[config.mk]
export PLATFORM = sky130hd
export DESIGN_NAME = wdog_rstsrc
export DESIGN_NICKNAME = d
export VERILOG_FILES = /design/src/rtl/wdog_pkg.sv /design/src/rtl/wdog_tick_cond.sv /design/src/rtl/wdog_counter.sv /design/src/rtl/wdog_regif.sv /design/src/rtl/wdog_rstsrc.sv
export SDC_FILE = /design/constraint.sdc
export NUM_CORES = 1
export LEC_CHECK = 0
export ABC_AREA = 1
export BUFFER_PORTS_ARGS = -buffer_cell sky130_fd_sc_hd__buf_2
export CORE_MARGIN = 2
export CORE_UTILIZATION = 49
export DETAILED_ROUTE_END_ITERATION = 16
export MAX_ROUTING_LAYER = met4
export PLACE_DENSITY = 0.78
export SLEW_MARGIN = 20
export SYNTH_ARGS = -nofsm -noshare
export SYNTH_HDL_FRONTEND = slang
export SYNTH_SLANG_ARGS = --single-unit
export TNS_END_PERCENT = 5
[constraint.sdc]
create_clock -name clk -period 1.3 [get_ports clk]
set_input_delay 0.39 -clock clk [delete_from_list [all_inputs] [get_ports clk]]
set_output_delay 0.39 -clock clk [all_outputs]
set_load 0.02 [all_outputs]
[src/rtl/wdog_pkg.sv]
package wdog_pkg;

   localparam int REG_W   = 8;
   localparam int BIT_POR = 7;
   localparam int BIT_WDT = 5;
   localparam int BIT_EXT = 4;
   localparam int BIT_SW  = 3;
   localparam int BIT_EN  = 2;
   localparam int SEL_W   = 2;
   localparam int N_SEL   = 1 << SEL_W;

   typedef struct packed {
      logic por;
      logic wdt;
      logic ext;
      logic sw;
   } rst_flags_t;

   function automatic int sel_exp(input int base, input int step, input int code);
      return base + step * code;
   endfunction

endpackage

[src/rtl/wdog_tick_cond.sv]
module wdog_tick_cond #(
   parameter bit PULSE_TICK = 1'b1
) (
   input  logic clk,
   input  logic rst_n,
   input  logic tick_i,
   output logic tick_o
);

   generate
      if (PULSE_TICK) begin : g_pulse
         assign tick_o = tick_i;
      end else begin : g_edge
         logic tick_q;
         always_ff @(posedge clk or negedge rst_n) begin
            if (!rst_n) tick_q <= 1'b0;
            else        tick_q <= tick_i;
         end
         assign tick_o = tick_i & ~tick_q;
      end
   endgenerate

endmodule

[src/rtl/wdog_counter.sv]
module wdog_counter
   import wdog_pkg::*;
#(
   parameter int BASE_EXP = 3,
   parameter int STEP_EXP = 2
) (
   input  logic             clk,
   input  logic             rst_n,
   input  logic             tick_i,
   input  logic             start_clr_i,
   input  logic             stby_i,
   input  logic [SEL_W-1:0] sel_i,
   output logic             expire_o,
   output logic             wdog_rst_o
);

   localparam int CNT_W = BASE_EXP + (N_SEL - 1) * STEP_EXP;

   logic [CNT_W-1:0] lim_tab [N_SEL];
   logic [CNT_W-1:0] cnt_q;
   logic             run_q;
   logic [CNT_W-1:0] lim_m1;

   genvar k;
   generate
      for (k = 0; k < N_SEL; k++) begin : g_lim
         localparam int EXP_K = sel_exp(BASE_EXP, STEP_EXP, k);
         assign lim_tab[k] = CNT_W'((64'd1 << EXP_K) - 64'd1);
      end
   endgenerate

   assign lim_m1   = lim_tab[sel_i];
   assign expire_o = run_q & tick_i & ~start_clr_i & ~stby_i & (cnt_q == lim_m1);

   always_ff @(posedge clk or negedge rst_n) begin
      if (!rst_n) begin
         run_q      <= 1'b0;
         cnt_q      <= '0;
         wdog_rst_o <= 1'b0;
      end else begin
         wdog_rst_o <= expire_o;
         if (stby_i) begin
            run_q <= 1'b0;
            cnt_q <= '0;
         end else if (start_clr_i) begin
            run_q <= 1'b1;
            cnt_q <= '0;
         end else if (expire_o) begin
            run_q <= 1'b0;
            cnt_q <= '0;
         end else if (run_q && tick_i) begin
            cnt_q <= cnt_q + 1'b1;
         end
      end
   end

endmodule

[src/rtl/wdog_regif.sv]
module wdog_regif
   import wdog_pkg::*;
(
   input  logic             clk,
   input  logic             rst_n,
   input  logic             reg_wr_i,
   input  logic [REG_W-1:0] reg_wdata_i,
   input  logic             reg_rd_i,
   input  logic             ext_rst_i,
   input  logic             sw_rst_i,
   input  logic             expire_i,
   output logic [REG_W-1:0] reg_rdata_o,
   output logic             start_clr_o,
   output logic [SEL_W-1:0] sel_o,
   output rst_flags_t       flags_o
);

   rst_flags_t flags_q, flags_d;
   logic [SEL_W-1:0] sel_q;

   assign start_clr_o = reg_wr_i & ~reg_wdata_i[BIT_EN];

   always_comb begin
      flags_d = reg_rd_i ? '0 : flags_q;
      if (ext_rst_i) flags_d.ext = 1'b1;
      if (sw_rst_i)  flags_d.sw  = 1'b1;
      if (expire_i)  flags_d.wdt = 1'b1;
   end

   always_ff @(posedge clk or negedge rst_n) begin
      if (!rst_n) begin
         flags_q <= '{por: 1'b1, wdt: 1'b0, ext: 1'b0, sw: 1'b0};
         sel_q   <= '0;
      end else begin
         flags_q <= flags_d;
         if (reg_wr_i) sel_q <= reg_wdata_i[SEL_W-1:0];
      end
   end

   always_comb begin
      reg_rdata_o                 = '0;
      reg_rdata_o[BIT_POR]        = flags_q.por;
      reg_rdata_o[BIT_WDT]        = flags_q.wdt;
      reg_rdata_o[BIT_EXT]        = flags_q.ext;
      reg_rdata_o[BIT_SW]         = flags_q.sw;
      reg_rdata_o[BIT_EN]         = 1'b1;
      reg_rdata_o[SEL_W-1:0]      = sel_q;
   end

   assign sel_o   = sel_q;
   assign flags_o = flags_q;

endmodule

[src/rtl/wdog_rstsrc.sv]
module wdog_rstsrc #(
   parameter int BASE_EXP   = 3,
   parameter int STEP_EXP   = 2,
   parameter bit PULSE_TICK = 1'b1
) (
   input  logic       clk,
   input  logic       rst_n,
   input  logic       tick_i,
   input  logic       ext_rst_i,
   input  logic       sw_rst_i,
   input  logic       stby_i,
   input  logic       reg_wr_i,
   input  logic [7:0] reg_wdata_i,
   input  logic       reg_rd_i,
   output logic [7:0] reg_rdata_o,
   output logic       wdog_rst_o,
   output logic [3:0] flags_o
);
   import wdog_pkg::*;

   localparam int MAX_EXP = BASE_EXP + (N_SEL - 1) * STEP_EXP;

   generate
      if (BASE_EXP < 1 || STEP_EXP < 0 || MAX_EXP > 30) begin : g_bad_cfg
         $error("wdog_rstsrc: interval exponents out of range");
      end
   endgenerate

   logic             tick_c;
   logic             start_clr;
   logic             expire;
   logic [SEL_W-1:0] sel;
   rst_flags_t       flags;

   wdog_tick_cond #(.PULSE_TICK(PULSE_TICK)) u_tick (
      .clk    (clk),
      .rst_n  (rst_n),
      .tick_i (tick_i),
      .tick_o (tick_c)
   );

   wdog_regif u_regif (
      .clk         (clk),
      .rst_n       (rst_n),
      .reg_wr_i    (reg_wr_i),
      .reg_wdata_i (reg_wdata_i),
      .reg_rd_i    (reg_rd_i),
      .ext_rst_i   (ext_rst_i),
      .sw_rst_i    (sw_rst_i),
      .expire_i    (expire),
      .reg_rdata_o (reg_rdata_o),
      .start_clr_o (start_clr),
      .sel_o       (sel),
      .flags_o     (flags)
   );

   wdog_counter #(.BASE_EXP(BASE_EXP), .STEP_EXP(STEP_EXP)) u_cnt (
      .clk         (clk),
      .rst_n       (rst_n),
      .tick_i      (tick_c),
      .start_clr_i (start_clr),
      .stby_i      (stby_i),
      .sel_i       (sel),
      .expire_o    (expire),
      .wdog_rst_o  (wdog_rst_o)
   );

   assign flags_o = flags;

endmodule

Word level (Yosys, flattened, before mapping)
Index checks and enable logic that the tools add are counted.
{"block": "op_classes", "muxes": 14, "eq_ne": 1, "div_mod_pow": 0, "n_reduce_logical": 6, "n_lt_le_gt_ge": 1, "shift": 0, "n_mul": 0, "n_addsub": 1, "bitwise_logic": 9}
{"op": "two-way mux 9 bit", "n": 6}
{"op": "binary-select mux 9 bit (select 2 bit)", "n": 1}
{"op": "adder 9 x 1 -> 9 bit (second input constant)", "n": 1}
{"op": "== test 9 bit", "n": 1}
{"op": "two-way mux 1 bit", "n": 6}
{"op": "nonzero test 2 bit", "n": 3}
{"op": "AND 1 bit", "n": 5}
{"op": "nonzero test 4 bit", "n": 1}
{"op": ">= comparator 3 bit (second input constant)", "n": 1}
{"op": "two-way mux 3 bit", "n": 1}
{"op": "NOT 1 bit", "n": 3}
{"op": "NOT 2 -> 3 bit", "n": 1}
{"op": "nonzero test 3 bit", "n": 1}
{"op": "logical AND 1 bit", "n": 1}
{"block": "word_totals", "ram_bits": 0, "romBits": 0, "output_inout_bits": 13, "memories": 0, "input_bits": 16, "regBits": 17, "latchBits": 0}

Logic depth before layout (Yosys ltp)
{"block": "logic_depth", "word_depth": 9, "mapped_depth": 9, "mapped_depth_nobuf": 9}

By module
Synthesis repeated with hierarchy kept, for this count alone.
{"block": "unflattened", "hier_cells": 129, "area_unflattened_um2": 1033.5}
{"module": "wdog_counter", "cells_per_inst": 92, "area_per_inst_um2": 732.0, "instances": 1}
{"module": "wdog_regif", "cells_per_inst": 36, "area_per_inst_um2": 294.0, "instances": 1}
{"module": "wdog_tick_cond", "cells_per_inst": 1, "area_per_inst_um2": 7.5, "instances": 1}

Least setup slack after synthesis
Ideal clock, no wire load.
{"block": "synth_path", "path_type": "register to register", "from": "register u_cnt.cnt_q[0]", "to": "register u_cnt.cnt_q[3]", "synth_period_minus_slack_ns": 1.195, "path_stages_with_launch": 9, "setup_ns": 0.118, "setup_slack_ns": 0.105, "n_path_buf": 0, "t_arrival_ns": 1.076, "required_ns": 1.182, "path_cell_list": "dfrtp_1 > ha_1 > nand2_1 > nor2_1 > nand2_1 > nor2_1 > nand2_2 > nand2_2 > nor2_1"}
{"block": "synth_between", "elab_chain_cells": 5, "word_cells_on_any_way": 8, "cone_classes": "1 x add/sub; 1 x eq/ne; 4 x mux; 1 x bitwise; 1 x reduce/logical"}
{"item": "from (decl)", "line": "wdog_counter.sv:20", "source": "logic [CNT_W-1:0] cnt_q;"}
{"item": "from (signal assigned)", "line": "wdog_counter.sv:52", "source": "cnt_q <= cnt_q + 1'b1;"}
{"item": "adder 9 x 1 -> 9 bit / == test 9 bit (equally long branches)", "line": "wdog_counter.sv:52, wdog_counter.sv:33"}
{"item": "two-way mux 9 bit / AND 1 bit (equally long branches)", "line": "wdog_counter.sv:51, wdog_counter.sv:33"}
{"item": "two-way mux 9 bit", "line": "wdog_counter.sv:48", "source": "end else if (expire_o) begin"}
{"item": "two-way mux 9 bit", "line": "wdog_counter.sv:45", "source": "end else if (start_clr_i) begin"}
{"item": "two-way mux 9 bit", "line": "wdog_counter.sv:42", "source": "if (stby_i) begin"}
Several ways; a longest one is shown, not always the timed one. The select of a mux whose other input is x is not followed.
A chain may end at the register's enable or synchronous reset.

Worst setup path after layout
{"block": "layout_path", "from": "register u_regif.flags_q, in the netlist u_regif.flags_o[3]", "to": "output port reg_rdata_o[7]"}
{"item": "from (decl)", "line": "wdog_regif.sv:18", "source": "rst_flags_t flags_q, flags_d;"}
{"item": "from (signal assigned)", "line": "wdog_regif.sv:32", "source": "flags_q <= '{por: 1'b1, wdt: 1'b0, ext: 1'b0, sw: 1'b0};"}
{"item": "from (signal assigned)", "line": "wdog_regif.sv:35", "source": "flags_q <= flags_d;"}
{"item": "to (decl)", "line": "wdog_rstsrc.sv:15", "source": "output logic [7:0] reg_rdata_o,"}
No word-level cell between the ends.

==> results.sh <==
export IMPL_synth_compound_area_share=0.103
export IMPL_die_w_microns=48.2
export IMPL_worstPathMaxFanout=3
export IMPL_yosys_warnings=0
export IMPL_cts_buffer_depth=2
export IMPL_post_route_cell_area_sq_um=1190
export IMPL_postCtsHoldBufs=0
export IMPL_leakage_nw=0.627
export IMPL_drive_gt1_frac=0.315
export IMPL_cp_slowest_stage_delay_ns=0.58
export IMPL_viasPerCell=5.01
export IMPL_wl_met1_microns=883
export IMPL_p_switching_mw=0.332
export IMPL_place_area_sq_um=1090
export IMPL_required_ns=0.91
export IMPL_synth_top_family_by_area="simple AND/OR/NAND/NOR gates"
export IMPL_grt_pass1_wl_mm=3.11
export IMPL_hold_violations=14
export IMPL_ioPinCount=29
export IMPL_violations="hold timing, setup timing"
export IMPL_setup_violations=8
export IMPL_synth_distinct_cells=20
export IMPL_dr_wl_met2_mm=1.08
export IMPL_synth_xor_area_frac=0.0275
export IMPL_fin_cells=174
export IMPL_holdCritPathClass="in2async"
export IMPL_antenna_cells=0
export IMPL_syn_inst=124
export IMPL_worst_setup_path_start_kind="flop"
export IMPL_clk_pin_slew_worst_paths_ns=0.11
export IMPL_fin_setup_tns_ns=-0.239
export IMPL_clock_skew_ns=0.00322
export IMPL_power_density_nw_per_um2=908
export IMPL_pre_cts_ws_ns=-0.0375
export IMPL_grt_usage=0.204
export IMPL_fin_hold_ws_ns=-0.00877
export IMPL_dp_cells=170
export IMPL_fillers=131
export IMPL_dr_pass1_iters=5
export IMPL_cts_htree_levels=1
export IMPL_syn_to_final_growth_pct=24.5
export IMPL_ant_nets=0
export IMPL_crit_family="flip-flops"
export IMPL_maxCapViolCount=0
export IMPL_final_min_clock_period_ns=1.39
export IMPL_cts_tree="yes"
export IMPL_crit_type="reg2out"
export IMPL_drc=0
export IMPL_portBuffers=21
export IMPL_grt_overflow=0
export IMPL_critPathSlowestCell="dfstp_2"
export IMPL_intPower_mw=0.748
export IMPL_worstPathArrival_ns=1.00
export IMPL_start_util=0.536
export IMPL_post_route_period_util=1.07
export IMPL_multiInputGateArea_sq_um=445
export IMPL_routed_wl_mm=2.12
export IMPL_place_detailed_hpwl_mm=1.52
export IMPL_routedWlPerCell_microns=12.2
export IMPL_cts_sinks=17
export IMPL_core_area_sq_um=1780
export IMPL_ir_drop_uv=555
export IMPL_rsz0062_at_grt="yes"
export IMPL_seq_power_share=0.533
export IMPL_synth_area_sq_um=956
export IMPL_synth_simple_area_share=0.260
export IMPL_numCtsBuffers=3
export IMPL_comb_power_share=0.190
export IMPL_antenna_found_initial=0
export IMPL_clk_latency_ns=0.30
export IMPL_grt_start_max_net_pins=18
export IMPL_cts_root_buf="clkbuf_4"
export IMPL_globalplace_congestion=0.815
export IMPL_wl_met3_microns=115
export IMPL_p_total_mw=1.08
export IMPL_finalMaxSlewViolations=0
export IMPL_setup_slack_ns=-0.0919
export IMPL_fp_row_count=15
export IMPL_critPathBufInv=1
export IMPL_synthMuxAreaShare=0
export IMPL_synth_seq_cells=17
export IMPL_swShare=0.307
export IMPL_clock_fmax_ghz=0.718
export IMPL_clkPwrFrac=0.277
export IMPL_routed_top_layer="met4"
export IMPL_fin_util=0.667
export IMPL_regArea_sq_um=427
export IMPL_grt_pass1_vias=788
export IMPL_ys_seq_area_frac=0.446
export IMPL_path_cells="buf_6"
export IMPL_syn_nets=141
export IMPL_avgSynthCellArea_sq_um=7.71
export IMPL_drt_iter0_markers=33
export IMPL_fin_nets=167
export IMPL_dieHeight_microns=48.2
export IMPL_status="complete, but fails checks"
export IMPL_vias=872
export IMPL_crit_path_end_kind="output pin"
export IMPL_yosys_area_share_adder=0.0131
export IMPL_dieArea_sq_um=2320
## logic make-up after synthesis
kind of cell               after synthesis
AOI/OAI and AO/OA                       16
and+or+nand+nor                         55
adders and majority gates                1
buffers and inverters                   30
other                                    2
xor gates and xnor gates                 3
DFF                                     17
## worst paths after layout
path | startpoint | slack [ns] | end | cells after the start
max in group asynchronous | rst_n | 1.00 | u_regif.flags_o[3] | 1
setup / recovery | u_regif.flags_o[3] | -0.09 | reg_rdata_o[7] | 1
hold / removal | rst_n | -0.009 | u_regif.flags_o[2] | 1
hold reg to reg | u_regif.flags_o[3] | 0.48 | u_regif.flags_o[3] | 2
setup reg to reg | u_cnt.cnt_q[1] | -0.03 | u_regif.flags_o[2] | 8
min in group clk | reg_rd_i | 0.24 | u_regif.flags_o[3] | 2
## layout by cell type (no fill, tap or decap)
cell      count
nand2_1      28
inv_1        24
buf_2        18
dfrtp_1      16
nor2_1        8
o21ai_0       6
buf_4         6
nand3_1       3
nand2_4       3
nand2_2       3
xor2_1        3
nand4_1       3
a21oi_1       3
o21bai_1      3
clkbuf_4      3
buf_6         3
nor2_4        2
nor2_2        2
nand3_2       2
o21ai_1       2
conb_1        2
a21oi_4       1
nand3b_1      1
o21ai_2       1
ha_4          1
clkinv_2      1
dfstp_2       1
## registers in the layout (all words and copies together), names as in the netlist
name and cells:
u_cnt.cnt_q 9, u_cnt.run_q 1, u_cnt.wdog_rst_o 1, u_regif.flags_o 4, u_regif.sel_o 2
## synthesized netlist by cell type (all sizes together)
| master | count | area, sq um |
|---|---|---|
| nand2 | 34 | 143 |
| xor2 | 3 | 26.3 |
| nand3 | 5 | 35.0 |
| inv | 24 | 90.1 |
| o21bai | 3 | 22.5 |
| dfrtp | 16 | 400 |
| a21oi | 4 | 31.3 |
| ha | 1 | 12.5 |
| o21ai | 9 | 45.0 |
| conb | 2 | 7.51 |
| nor2 | 12 | 45.0 |
| dfstp | 1 | 26.3 |
| buf | 6 | 45.0 |
| nand4 | 3 | 18.8 |
| nand3b | 1 | 7.51 |
## timing repair
| item | in CTS | in global routing |
|---|---|---|
| pin swaps | 3 | 5 |
| buffers inserted | 0 | 0 |
| gates resized for setup | 7 | 13 |
| setup endpoints to repair | 13 | 17 |
## power by group through the flow
stage / combinational [mW] / sequential, mW / clock [mW]
floorplan: 0.0973 / 0.592 / 0
global route: 0.236 / 0.580 / 0.321
global placement: 0.179 / 0.579 / 0
detailed placement: 0.189 / 0.580 / 0
finish: 0.205 / 0.576 / 0.299
CTS: 0.191 / 0.570 / 0.294
## metal layers
layer | up-vias | track usage
li1 | 418 | -
met1 | 411 | 0.226
met2 | 35 | 0.345
met3 | 8 | 0.0519
met4 | 0 | 0.0865
met5 | - | -
## cell type report
cell class                 instances  area share
multi-input combinational         77       0.374
sequential                        17       0.359
timing repair buffer              27       0.142
inverter                          24      0.0757
tap                               25      0.0263
clock buffer                       3      0.0189
clock inverter                     1     0.00421
Power figures use the tool's default switching activity.
